### config.mk
export PLATFORM = sky130hd
export DESIGN_NAME = dpsq_top
export DESIGN_NICKNAME = d
export VERILOG_FILES = /design/src/rtl/dpsq_pkg.sv /design/src/rtl/dpsq_store.sv /design/src/rtl/dpsq_wr_ctrl.sv /design/src/rtl/dpsq_rd_seq.sv /design/src/rtl/dpsq_top.sv
export SDC_FILE = /design/constraint.sdc
export NUM_CORES = 1
export LEC_CHECK = 0
export BUFFER_PORTS_ARGS = -buffer_cell sky130_fd_sc_hd__clkbuf_2
export CAP_MARGIN = 5
export CORE_ASPECT_RATIO = 0.9
export CORE_MARGIN = 1
export CORE_UTILIZATION = 54
export DETAILED_ROUTE_END_ITERATION = 10
export PLACE_DENSITY = 0.73
export SYNTH_ARGS = -nofsm -noshare
export SYNTH_HDL_FRONTEND = slang
export SYNTH_HIERARCHICAL = 1
export SYNTH_SLANG_ARGS = --single-unit
### constraint.sdc
create_clock -name clk -period 3.35 [get_ports clk]
set_input_delay 0 -clock clk [delete_from_list [all_inputs] [get_ports clk]]
set_output_delay 0 -clock clk [all_outputs]
set_load 0.02 [all_outputs]
### src/rtl/dpsq_pkg.sv
// Package: shared helpers for the double-pass depuncture sequencer.
// Assumes rate 2/3 puncturing. Every two trellis steps carry three stored
// symbols, in the order x(even), y(even), y(odd).
package dpsq_pkg;

    // Returns the stored-symbol slot feeding one half of an output pair.
    function automatic int unsigned slot_of(input int unsigned pair, input bit second);
        int unsigned base;
        base = (pair / 2) * 3;
        if (!second) return base;
        return ((pair % 2) == 0) ? base + 1 : base + 2;
    endfunction

    // Returns 1 when the x half of this pair was punctured away.
    function automatic bit is_erased(input int unsigned pair);
        return (pair % 2) == 1;
    endfunction

endpackage

### src/rtl/dpsq_store.sv
// Module: block storage ring with one write port and two combinational read
// ports. Assumes the writer and the reader never address the same buffer at
// the same time; the occupancy flags in the write controller guarantee this.
module dpsq_store #(
    parameter int SW   = 4,
    parameter int BLK  = 24,
    parameter int NBUF = 2,
    localparam int CW  = $clog2(BLK),
    localparam int BW  = (NBUF > 1) ? $clog2(NBUF) : 1
) (
    input  logic          clk,
    input  logic          we,
    input  logic [BW-1:0] wbuf,
    input  logic [CW-1:0] waddr,
    input  logic [SW-1:0] wdata,
    input  logic [BW-1:0] rbuf,
    input  logic [CW-1:0] raddr_a,
    input  logic [CW-1:0] raddr_b,
    output logic [SW-1:0] rdata_a,
    output logic [SW-1:0] rdata_b
);
    localparam int DEPTH = NBUF * BLK;
    localparam int AW    = $clog2(DEPTH);

    logic [SW-1:0] mem [DEPTH];
    logic [AW-1:0] widx, ia, ib;

    assign widx = AW'(wbuf) * AW'(BLK) + AW'(waddr);
    assign ia   = AW'(rbuf) * AW'(BLK) + AW'(raddr_a);
    assign ib   = AW'(rbuf) * AW'(BLK) + AW'(raddr_b);

    // Store one accepted symbol.
    always_ff @(posedge clk) begin
        if (we) mem[widx] <= wdata;
    end

    // Fetch both halves of the current pair.
    always_comb begin
        rdata_a = mem[ia];
        rdata_b = mem[ib];
    end
endmodule

### src/rtl/dpsq_wr_ctrl.sv
// Module: write controller. It counts the symbols of the block in progress,
// picks the buffer to fill, owns the occupancy flag of every buffer and
// reports truncated blocks. Assumes that rel marks the last replay cycle of
// buffer rbuf.
module dpsq_wr_ctrl #(
    parameter int SW   = 4,
    parameter int BLK  = 24,
    parameter int NBUF = 2,
    localparam int CW  = $clog2(BLK),
    localparam int BW  = (NBUF > 1) ? $clog2(NBUF) : 1
) (
    input  logic            clk,
    input  logic            rst_n,
    input  logic            in_valid,
    input  logic            in_start,
    input  logic [SW-1:0]   in_sym,
    input  logic            rel,
    input  logic [BW-1:0]   rbuf,
    output logic            in_ready,
    output logic            we,
    output logic [BW-1:0]   wbuf,
    output logic [CW-1:0]   waddr,
    output logic [SW-1:0]   wdata,
    output logic [NBUF-1:0] full,
    output logic            blk_err
);
    logic [CW-1:0]   wcnt_q;
    logic [BW-1:0]   wbuf_q;
    logic [NBUF-1:0] full_q;
    logic            err_q;
    logic            accept, take, fill_done;

    assign in_ready  = !full_q[wbuf_q];
    assign accept    = in_valid && in_ready;
    assign take      = accept && (in_start || (wcnt_q != '0));
    assign waddr     = in_start ? '0 : wcnt_q;
    assign fill_done = take && (waddr == CW'(BLK - 1));
    assign we        = take;
    assign wbuf      = wbuf_q;
    assign wdata     = in_sym;
    assign full      = full_q;
    assign blk_err   = err_q;

    // Track the position inside the block being received; zero means idle.
    always_ff @(posedge clk) begin
        if (!rst_n)        wcnt_q <= '0;
        else if (fill_done) wcnt_q <= '0;
        else if (take)     wcnt_q <= waddr + 1'b1;
    end

    // Move to the next buffer of the ring after a block is complete.
    always_ff @(posedge clk) begin
        if (!rst_n)         wbuf_q <= '0;
        else if (fill_done) wbuf_q <= (wbuf_q == BW'(NBUF - 1)) ? '0 : wbuf_q + 1'b1;
    end

    // Mark buffers full on completion and free them when their replay ends.
    always_ff @(posedge clk) begin
        if (!rst_n) full_q <= '0;
        else begin
            for (int b = 0; b < NBUF; b++) begin
                if (fill_done && (wbuf_q == BW'(b)))  full_q[b] <= 1'b1;
                else if (rel && (rbuf == BW'(b)))     full_q[b] <= 1'b0;
            end
        end
    end

    // Flag a block-start that cuts a partial block short.
    always_ff @(posedge clk) begin
        if (!rst_n) err_q <= 1'b0;
        else        err_q <= accept && in_start && (wcnt_q != '0);
    end


    stall_hold_chk: assert property (@(posedge clk) disable iff (!rst_n)
        (in_valid && !in_ready) |=> $stable(wcnt_q));


    err_cause_chk: assert property (@(posedge clk) disable iff (!rst_n)
        blk_err |-> $past(in_valid && in_start));


    ready_low_full_chk: assert property (@(posedge clk) disable iff (!rst_n)
        !in_ready |-> (&full_q));
endmodule

### src/rtl/dpsq_rd_seq.sv
// Module: replay sequencer and depuncturer. It waits for the oldest full
// buffer, reads it out twice as 16 pairs per pass, zeroes the punctured x
// halves, registers the pair and frees the buffer in its final cycle.
// Assumes NPAIRS is even.
module dpsq_rd_seq #(
    parameter int SW     = 4,
    parameter int NPAIRS = 16,
    parameter int NBUF   = 2,
    localparam int BLK   = NPAIRS * 3 / 2,
    localparam int CW    = $clog2(BLK),
    localparam int PW    = $clog2(NPAIRS),
    localparam int BW    = (NBUF > 1) ? $clog2(NBUF) : 1
) (
    input  logic            clk,
    input  logic            rst_n,
    input  logic [NBUF-1:0] full,
    input  logic [SW-1:0]   rdata_a,
    input  logic [SW-1:0]   rdata_b,
    output logic [BW-1:0]   rbuf,
    output logic [CW-1:0]   raddr_a,
    output logic [CW-1:0]   raddr_b,
    output logic            rel,
    output logic            out_valid,
    output logic            out_start,
    output logic [SW-1:0]   out_x,
    output logic [SW-1:0]   out_y
);
    import dpsq_pkg::*;

    localparam logic [PW-1:0] LAST = PW'(NPAIRS - 1);

    logic          act_q, pass_q;
    logic [PW-1:0] pair_q;
    logic [BW-1:0] rbuf_q;
    logic          vld_q, st_q;
    logic [SW-1:0] x_q, y_q;
    logic          erased, pass_end;

    assign erased   = is_erased(32'(pair_q));
    assign raddr_a  = CW'(slot_of(32'(pair_q), 1'b0));
    assign raddr_b  = CW'(slot_of(32'(pair_q), 1'b1));
    assign pass_end = act_q && (pair_q == LAST);
    assign rel      = pass_end && pass_q;
    assign rbuf     = rbuf_q;

    // Step through both passes of the oldest full buffer.
    always_ff @(posedge clk) begin
        if (!rst_n) begin
            act_q  <= 1'b0;
            pass_q <= 1'b0;
            pair_q <= '0;
            rbuf_q <= '0;
        end else if (act_q) begin
            pair_q <= pass_end ? '0 : pair_q + 1'b1;
            if (pass_end) begin
                pass_q <= !pass_q;
                if (pass_q) begin
                    act_q  <= 1'b0;
                    rbuf_q <= (rbuf_q == BW'(NBUF - 1)) ? '0 : rbuf_q + 1'b1;
                end
            end
        end else if (full[rbuf_q]) begin
            act_q <= 1'b1;
        end
    end

    // Register the depunctured pair and its flags.
    always_ff @(posedge clk) begin
        if (!rst_n) begin
            vld_q <= 1'b0;
            st_q  <= 1'b0;
            x_q   <= '0;
            y_q   <= '0;
        end else begin
            vld_q <= act_q;
            st_q  <= act_q && !pass_q && (pair_q == '0);
            x_q   <= (act_q && !erased) ? rdata_a : '0;
            y_q   <= act_q ? rdata_b : '0;
        end
    end

    assign out_valid = vld_q;
    assign out_start = st_q;
    assign out_x     = x_q;
    assign out_y     = y_q;


    erase_zero_chk: assert property (@(posedge clk) disable iff (!rst_n)
        (act_q && pair_q[0]) |=> (out_x == '0));


    start_with_valid_chk: assert property (@(posedge clk) disable iff (!rst_n)
        out_start |-> out_valid);


    second_pass_held_chk: assert property (@(posedge clk) disable iff (!rst_n)
        (act_q && pass_q) |-> full[rbuf_q]);
endmodule

### src/rtl/dpsq_top.sv
// Module: double-pass depuncture sequencer top. It joins the write
// controller, the buffer ring and the replay sequencer. Assumes the
// downstream decoder takes one pair in every cycle that out_valid is high.
module dpsq_top #(
    parameter int SW     = 4,
    parameter int NPAIRS = 16,
    parameter int NBUF   = 2
) (
    input  logic          clk,
    input  logic          rst_n,
    input  logic          in_valid,
    input  logic          in_start,
    input  logic [SW-1:0] in_sym,
    output logic          in_ready,
    output logic          out_valid,
    output logic          out_start,
    output logic [SW-1:0] out_x,
    output logic [SW-1:0] out_y,
    output logic          blk_err
);
    localparam int BLK = NPAIRS * 3 / 2;
    localparam int CW  = $clog2(BLK);
    localparam int BW  = (NBUF > 1) ? $clog2(NBUF) : 1;

    logic            we, rel;
    logic [BW-1:0]   wbuf, rbuf;
    logic [CW-1:0]   waddr, raddr_a, raddr_b;
    logic [SW-1:0]   wdata, rdata_a, rdata_b;
    logic [NBUF-1:0] full;

    dpsq_wr_ctrl #(.SW(SW), .BLK(BLK), .NBUF(NBUF)) u_wr (
        .clk(clk), .rst_n(rst_n), .in_valid(in_valid), .in_start(in_start),
        .in_sym(in_sym), .rel(rel), .rbuf(rbuf), .in_ready(in_ready),
        .we(we), .wbuf(wbuf), .waddr(waddr), .wdata(wdata), .full(full),
        .blk_err(blk_err)
    );

    dpsq_store #(.SW(SW), .BLK(BLK), .NBUF(NBUF)) u_store (
        .clk(clk), .we(we), .wbuf(wbuf), .waddr(waddr), .wdata(wdata),
        .rbuf(rbuf), .raddr_a(raddr_a), .raddr_b(raddr_b),
        .rdata_a(rdata_a), .rdata_b(rdata_b)
    );

    dpsq_rd_seq #(.SW(SW), .NPAIRS(NPAIRS), .NBUF(NBUF)) u_rd (
        .clk(clk), .rst_n(rst_n), .full(full), .rdata_a(rdata_a),
        .rdata_b(rdata_b), .rbuf(rbuf), .raddr_a(raddr_a), .raddr_b(raddr_b),
        .rel(rel), .out_valid(out_valid), .out_start(out_start),
        .out_x(out_x), .out_y(out_y)
    );


    run_opens_with_start_chk: assert property (@(posedge clk) disable iff (!rst_n)
        $rose(out_valid) |-> out_start);
endmodule

# Word-level counts from Yosys, hierarchy flattened
# Memories as Yosys holds them, arrays and structs flattened. A register that Yosys moved wholly into a read port is not among the register bits.
# Cells that the tools add are included.
[word_totals]
wordCells = 80
inputBits = 8
n_memories = 1
reg_bits = 18
ramBits = 192
[op_classes]
n_eq_ne = 2
n_reduce_logical = 30
add_sub_neg = 9
bitwise_logic = 3
order_cmp = 2
mux = 19
mul = 3
[mem_list]
columns = ["memory", "depth", "word_bits", "rd", "rd_ports_with_merged_regs", "write_ports", "line_no", "rtl"]
rows = [
  ["u_store.mem", 48, 4, 2, 2, 1, "dpsq_store.sv:25", "logic [SW-1:0] mem [DEPTH];"],
]
[ops]
columns = ["op", "n"]
rows = [
  ["$logic_not A32 Y1", 1],
  ["$add A6 B5 Y6", 3],
  ["$mux W1", 16],
  ["$logic_and A1 B1 Y1", 14],
  ["$add A5 B1 Y5 const B", 2],
  ["$mux W5", 2],
  ["$mul A1 B2 Y3 const B", 2],
  ["$reduce_and A2 Y1", 3],
  ["$add A5 B2 Y5 const B", 1],
  ["$eq A5 B5 Y1 const B", 1],
  ["$logic_not A1 Y1", 5],
  ["$mul A3 B2 Y5 const B", 1],
  ["$reduce_bool A5 Y1", 1],
  ["$add A4 B1 Y4 const B", 1],
  ["$eq A4 B4 Y1 const B", 1],
  ["$logic_not A4 Y1", 1],
  ["$lt A1 B2 Y1 const B", 2],
  ["$mux W4", 1],
  ["$reduce_bool A2 Y1", 2],
  ["$not A1 Y1", 3],
  ["$reduce_and A3 Y1", 1],
  ["$add A1 B1 Y1 const B", 2],
  ["$reduce_or A2 Y1", 1],
  ["$logic_or A1 B1 Y1", 1],
]

# Longest topological paths before layout
[depth]
depth_word = 8
mapped_depth = 16
mapped_depth_nobuf = 15

# Cells and area by module
# The synthesis kept the hierarchy.
[modules_own_cells]
columns = ["mod", "seq_area_each_um2", "cells_each", "n_inst", "area_per_inst_um2"]
rows = [
  ["dpsq_store", 5765.5, 616, 1, 9593.0],
  ["dpsq_rd_seq", 340.3, 87, 1, 852.1],
  ["dpsq_wr_ctrl", 180.2, 61, 1, 536.8],
]

# Least setup slack after synthesis
# Ideal clock, no wire load.
[synth_timing]
path_type = "register to register"
startpoint = "register u_rd.pair_q[1]"
endpoint = "register u_rd.y_q[3] (netlist: u_rd/out_y[3]), read port of u_store.mem"
path_slack_ps = 53
arrival_ps = 3182
t_required_ps = 3234
synth_period_minus_slack_ps = 3297
stages_incl_launch_ff = 17
path_buffers = 3
cell_sequence = "dfxtp_1 ha_1 inv_1 fa_1 inv_1 ha_1 nand2_1 o21ai_0 buf_2 nor2b_1 clkbuf_1 clkbuf_1 a22oi_1 a21oi_1 nor4_1 mux2_2 and3_1"
[synth_between]
elab_chain_cells = 4
[synth_rtl]
columns = ["item", "line_no", "rtl"]
rows = [
  ["start: declaration", "dpsq_rd_seq.sv:33", "logic [PW-1:0] pair_q;"],
  ["start signal: assignment", "dpsq_rd_seq.sv:54", "pair_q <= pass_end ? '0 : pair_q + 1'b1;"],
  ["$mul A3 B2 Y5 *", "--", ""],
  ["net raddr_a[2]", "dpsq_top.sv:27", "logic [CW-1:0] waddr, raddr_a, raddr_b;"],
  ["$add A5 B2 Y5 or $add A5 B1 Y5 (tied branches)", "--", ""],
  ["$mux W5 *", "dpsq_pkg.sv:11", "return ((pair % 2) == 0) ? base + 1 : base + 2;"],
  ["net raddr_b[2]", "dpsq_top.sv:27", ""],
  ["$add A6 B5 Y6 *", "dpsq_store.sv:30", "assign ib = AW'(rbuf) * AW'(BLK) + AW'(raddr_b);"],
  ["end: declaration", "dpsq_rd_seq.sv:36", "logic [SW-1:0] x_q, y_q;"],
]
# Mark *: on every way through the listed nets, which the timed path passes. The rest lies on a longest branch.
# A chain may end at the register's enable or synchronous reset.

# Worst setup path after layout
[layout_timing]
startpoint = "register u_rd.pair_q[2]"
endpoint = "register u_rd.y_q[2] (netlist: u_rd/out_y[2]), read port of u_store.mem"
# Same word-level chain as after synthesis.

==> flow_metrics.env <==
export IMPL_overflow=0
export IMPL_dpl_hpwl_mm=18.0
export IMPL_synth_edf_count=192
export IMPL_ys_warn_count=6
export IMPL_finalWeightedCongestion=0.915
export IMPL_met1_usage_pct=34.9
export IMPL_insertion_delay_ns=0.50
export IMPL_grt_setup_unrepaired="yes"
export IMPL_critPathKind="flop to flop"
export IMPL_grt_busiest_layer="met2"
export IMPL_io_pins=20
export IMPL_drive_gt1_share_pct=18.3
export IMPL_clkSinkCount=218
export IMPL_n_fill_cell=1433
export IMPL_dr_pass1_iters=6
export IMPL_dieWidth_um=152
export IMPL_final_util_pct=61.3
export IMPL_timing_final_crit_share_pct=99.0
export IMPL_yosys_top_cells_count="edfxtp_1 (192), mux2i_1 (131), a22oi_1 (64), nor2_1 (56), a21oi_1 (37)"
export IMPL_finalNonFillerCells=1054
export IMPL_placed_cells_incl_taps=1012
export IMPL_critical_path_top_delay_family="adder cells"
export IMPL_grtUsageMet3_pct=4.12
export IMPL_ir_drop_v=0.000403
export IMPL_cts_tree="yes"
export IMPL_vias_per_cell=6.58
export IMPL_finalSetupViolCount=0
export IMPL_initial_core_util_pct=55.1
export IMPL_clockRootBuffer="clkbuf_16"
export IMPL_max_cap_violations=0
export IMPL_skew_ns=0.00706
export IMPL_rrSetupSlack_ns=0.03
export IMPL_syn_mean_instance_area_sq_um=14.4
export IMPL_io_buffers=19
export IMPL_first_iter_violations=703
export IMPL_tightest_slew_ns=1.12
export IMPL_whs_endpoint="u_rd/pair_q[3]"
export IMPL_critical_path_max_fanout=16
export IMPL_coreArea_sq_um=19900
export IMPL_synth_area_leader_cell="edfxtp_1"
export IMPL_status="finished clean"
export IMPL_synth_seq_area_share_pct=57.2
export IMPL_worstPathCellList="ha_4 > inv_2 > fa_1 > inv_2 > ha_2 > nand2_1 > o21ai_0 > buf_4 > nor2_1 > buf_4 > a22oi_1 > a21oi_2 > nor4_1 > mux2_2 > and3_1"
export IMPL_cts_inserted_buffers=22
export IMPL_slowest_stage="fa_1"
export IMPL_vias=6935
export IMPL_critPathBufInv=4
export IMPL_relSlewSlack_pct=25.3
export IMPL_final_area_sq_um=12200
export IMPL_cp_required_ns=3.79
export IMPL_leakage_nw=4.34
export IMPL_worst_hold_path_num_cells=2
export IMPL_synth_cells=764
export IMPL_synth_area_leaders="edfxtp_1 (53%), mux2i_1 (12%), mux4_1 (6.2%), dfxtp_1 (4.7%), a22oi_1 (4.4%)"
export IMPL_ys_seq_elements=218
export IMPL_min_from="rst_n"
export IMPL_syn_cell_area_sq_um=11000
export IMPL_die_h_um=137
export IMPL_grt_first_pass_wirelength_mm=40.6
export IMPL_synth_most_common_cell="edfxtp_1"
export IMPL_critical_path_max_stage_delay_ns=0.54
export IMPL_clkSlewWorstSetupHoldPaths_ns=0.06
export IMPL_timing_rr_start="u_rd/pair_q[2]"
export IMPL_rows=49
export IMPL_cp_arrival_ns=3.76
export IMPL_min_period_ns=3.32
export IMPL_ys_flop_type="edfxtp_1"
export IMPL_grt_pass1_vias=6988
export IMPL_worstSetupEndpointType="flop"
export IMPL_reg2reg_to="u_rd/out_y[2]"
export IMPL_antennaDiodeCount=0
export IMPL_max_clock_path_buffers=3
export IMPL_route_antenna_remaining_nets=0
export IMPL_wire_per_inst_um=25.7
export IMPL_grt_usage_pct=26.2
export IMPL_synth_nets=789
export IMPL_wirelength_mm=27.1
export IMPL_async_reset_ff_share_pct=0
export IMPL_rr_worst_depth=15
export IMPL_hold_path_class="input port to flop"
export IMPL_syn_to_final_growth_pct=11.2
export IMPL_worstSetupStartpointType="flop"
export IMPL_grt_max_degree=65
export IMPL_htree_levels=1
export IMPL_hold_violations=0
export IMPL_power_mw=5.54
export IMPL_antenna_found_initial=0
export IMPL_placed_area_sq_um=11300
export IMPL_synth_distinct_cells=52
export IMPL_dieArea_sq_um=20900
export IMPL_netlist_area_leader_share_pct=52.5
export IMPL_fmax_mhz=301
export IMPL_met2_usage_pct=43.4
export IMPL_report_final_slew_viol_count=0
export IMPL_final_nets=810
export IMPL_p_per_area_nw_per_um2=454
export IMPL_drc=0
export IMPL_finalSetupTns_ns=0
## flip-flops by register name, summed over array words and instances, names as in the netlist
register	cells
u_rd/act_q	1
u_wr/wcnt_q	5
u_wr/blk_err	1
u_rd/out_x	4
u_wr/wbuf	1
u_rd/pass_q	1
u_wr/full	2
u_rd/out_start	1
u_rd/rbuf	1
u_store/mem	192
u_rd/out_valid	1
u_rd/out_y	4
u_rd/pair_q	4
## metrics by stage
step                setup WS, ns  hold WS [ns]
global placement          0.0776         0.384
finish                    0.0323        0.0725
CTS                      0.00902        0.0688
global route             -0.0555        0.0847
floorplan                 0.0528         0.120
detailed placement       -0.0303         0.410
## metal layers
layer / share of wire (%) / up-vias
met1: 41 / 3486
met5: 0 / -
met2: 47 / 335
met4: 4.2 / 0
li1: - / 3032
met3: 7.7 / 82
## cells by family after synthesis
| group | after synthesis | share of synthesized area [%] |
|---|---|---|
| flip-flops | 218 | 57.2 |
| multiplexers | 181 | 22.2 |
| AND/OR/NAND/NOR | 149 | 6.92 |
| AO/OA/AOI/OAI | 121 | 7.44 |
| buffers and inverters | 70 | 3.40 |
| adder cells (fa/ha/maj) | 17 | 2.21 |
| XOR/XNOR | 8 | 0.638 |
## worst register-to-register path: stages (launching register included)
cell and delay, ns:
dfxtp_4 0.37, ha_4 0.14, inv_2 0.03, fa_1 0.54, inv_2 0.05, ha_2 0.31, nand2_1 0.04, o21ai_0 0.12
buf_4 0.23, nor2_1 0.06, buf_4 0.21, a22oi_1 0.37, a21oi_2 0.10, nor4_1 0.31, mux2_2 0.21, and3_1 0.16
## placed cells by master, fill, tap and decap left out, types with 13 or more instances in the layout
master	netlist	final
edfxtp_1	192	192
clkbuf_2	0	19
clkbuf_16	0	23
nand2_1	18	17
a22oi_1	64	59
nor2_1	56	56
mux4_2	14	14
nor2b_1	15	15
inv_1	17	13
mux2i_1	131	131
buf_4	10	26
a21oi_1	37	26
mux4_1	26	26
dfxtp_1	26	24
## report_power, final
group | total [mW] | internal [mW] | switching [mW]
Combinational | 0.0996 | 0.0247 | 0.0749
Sequential | 2.96 | 2.96 | 0.00444
Clock | 2.48 | 1.50 | 0.985
## timing repair
item,in CTS,in global routing
buffers inserted,0,1
resized for setup,1,34
pin swaps,0,7
setup endpoints to repair,4,5
hold buffers,3,0
hold endpoints to repair,6,0
## worst max path at each step
stage,cells after the start,end,slack (ns),startpoint
floorplan,16,u_rd/out_y[3],0.05,u_rd/pair_q[1]
global placement,15,u_rd/out_y[3],0.08,u_rd/pair_q[2]
detailed placement,15,u_rd/out_y[2],-0.03,u_rd/pair_q[2]
CTS,15,u_rd/out_y[2],0.009,u_rd/pair_q[2]
global route,15,u_rd/out_y[2],-0.06,u_rd/pair_q[2]
finish,15,u_rd/out_y[2],0.03,u_rd/pair_q[2]
## final cells by class
| type | instances | area (sq um) | share of cell area, % |
|---|---|---|---|
| flip-flops and latches | 218 | 6290 | 51.6 |
| multi-input cells | 476 | 4450 | 36.4 |
| clock buffers | 33 | 653 | 5.35 |
| repair buffers | 50 | 352 | 2.88 |
| well taps | 255 | 319 | 2.61 |
| clock inverters | 5 | 77.6 | 0.635 |
| inverters | 17 | 66.3 | 0.543 |
Note: power is estimated with default switching activity, not from simulation.
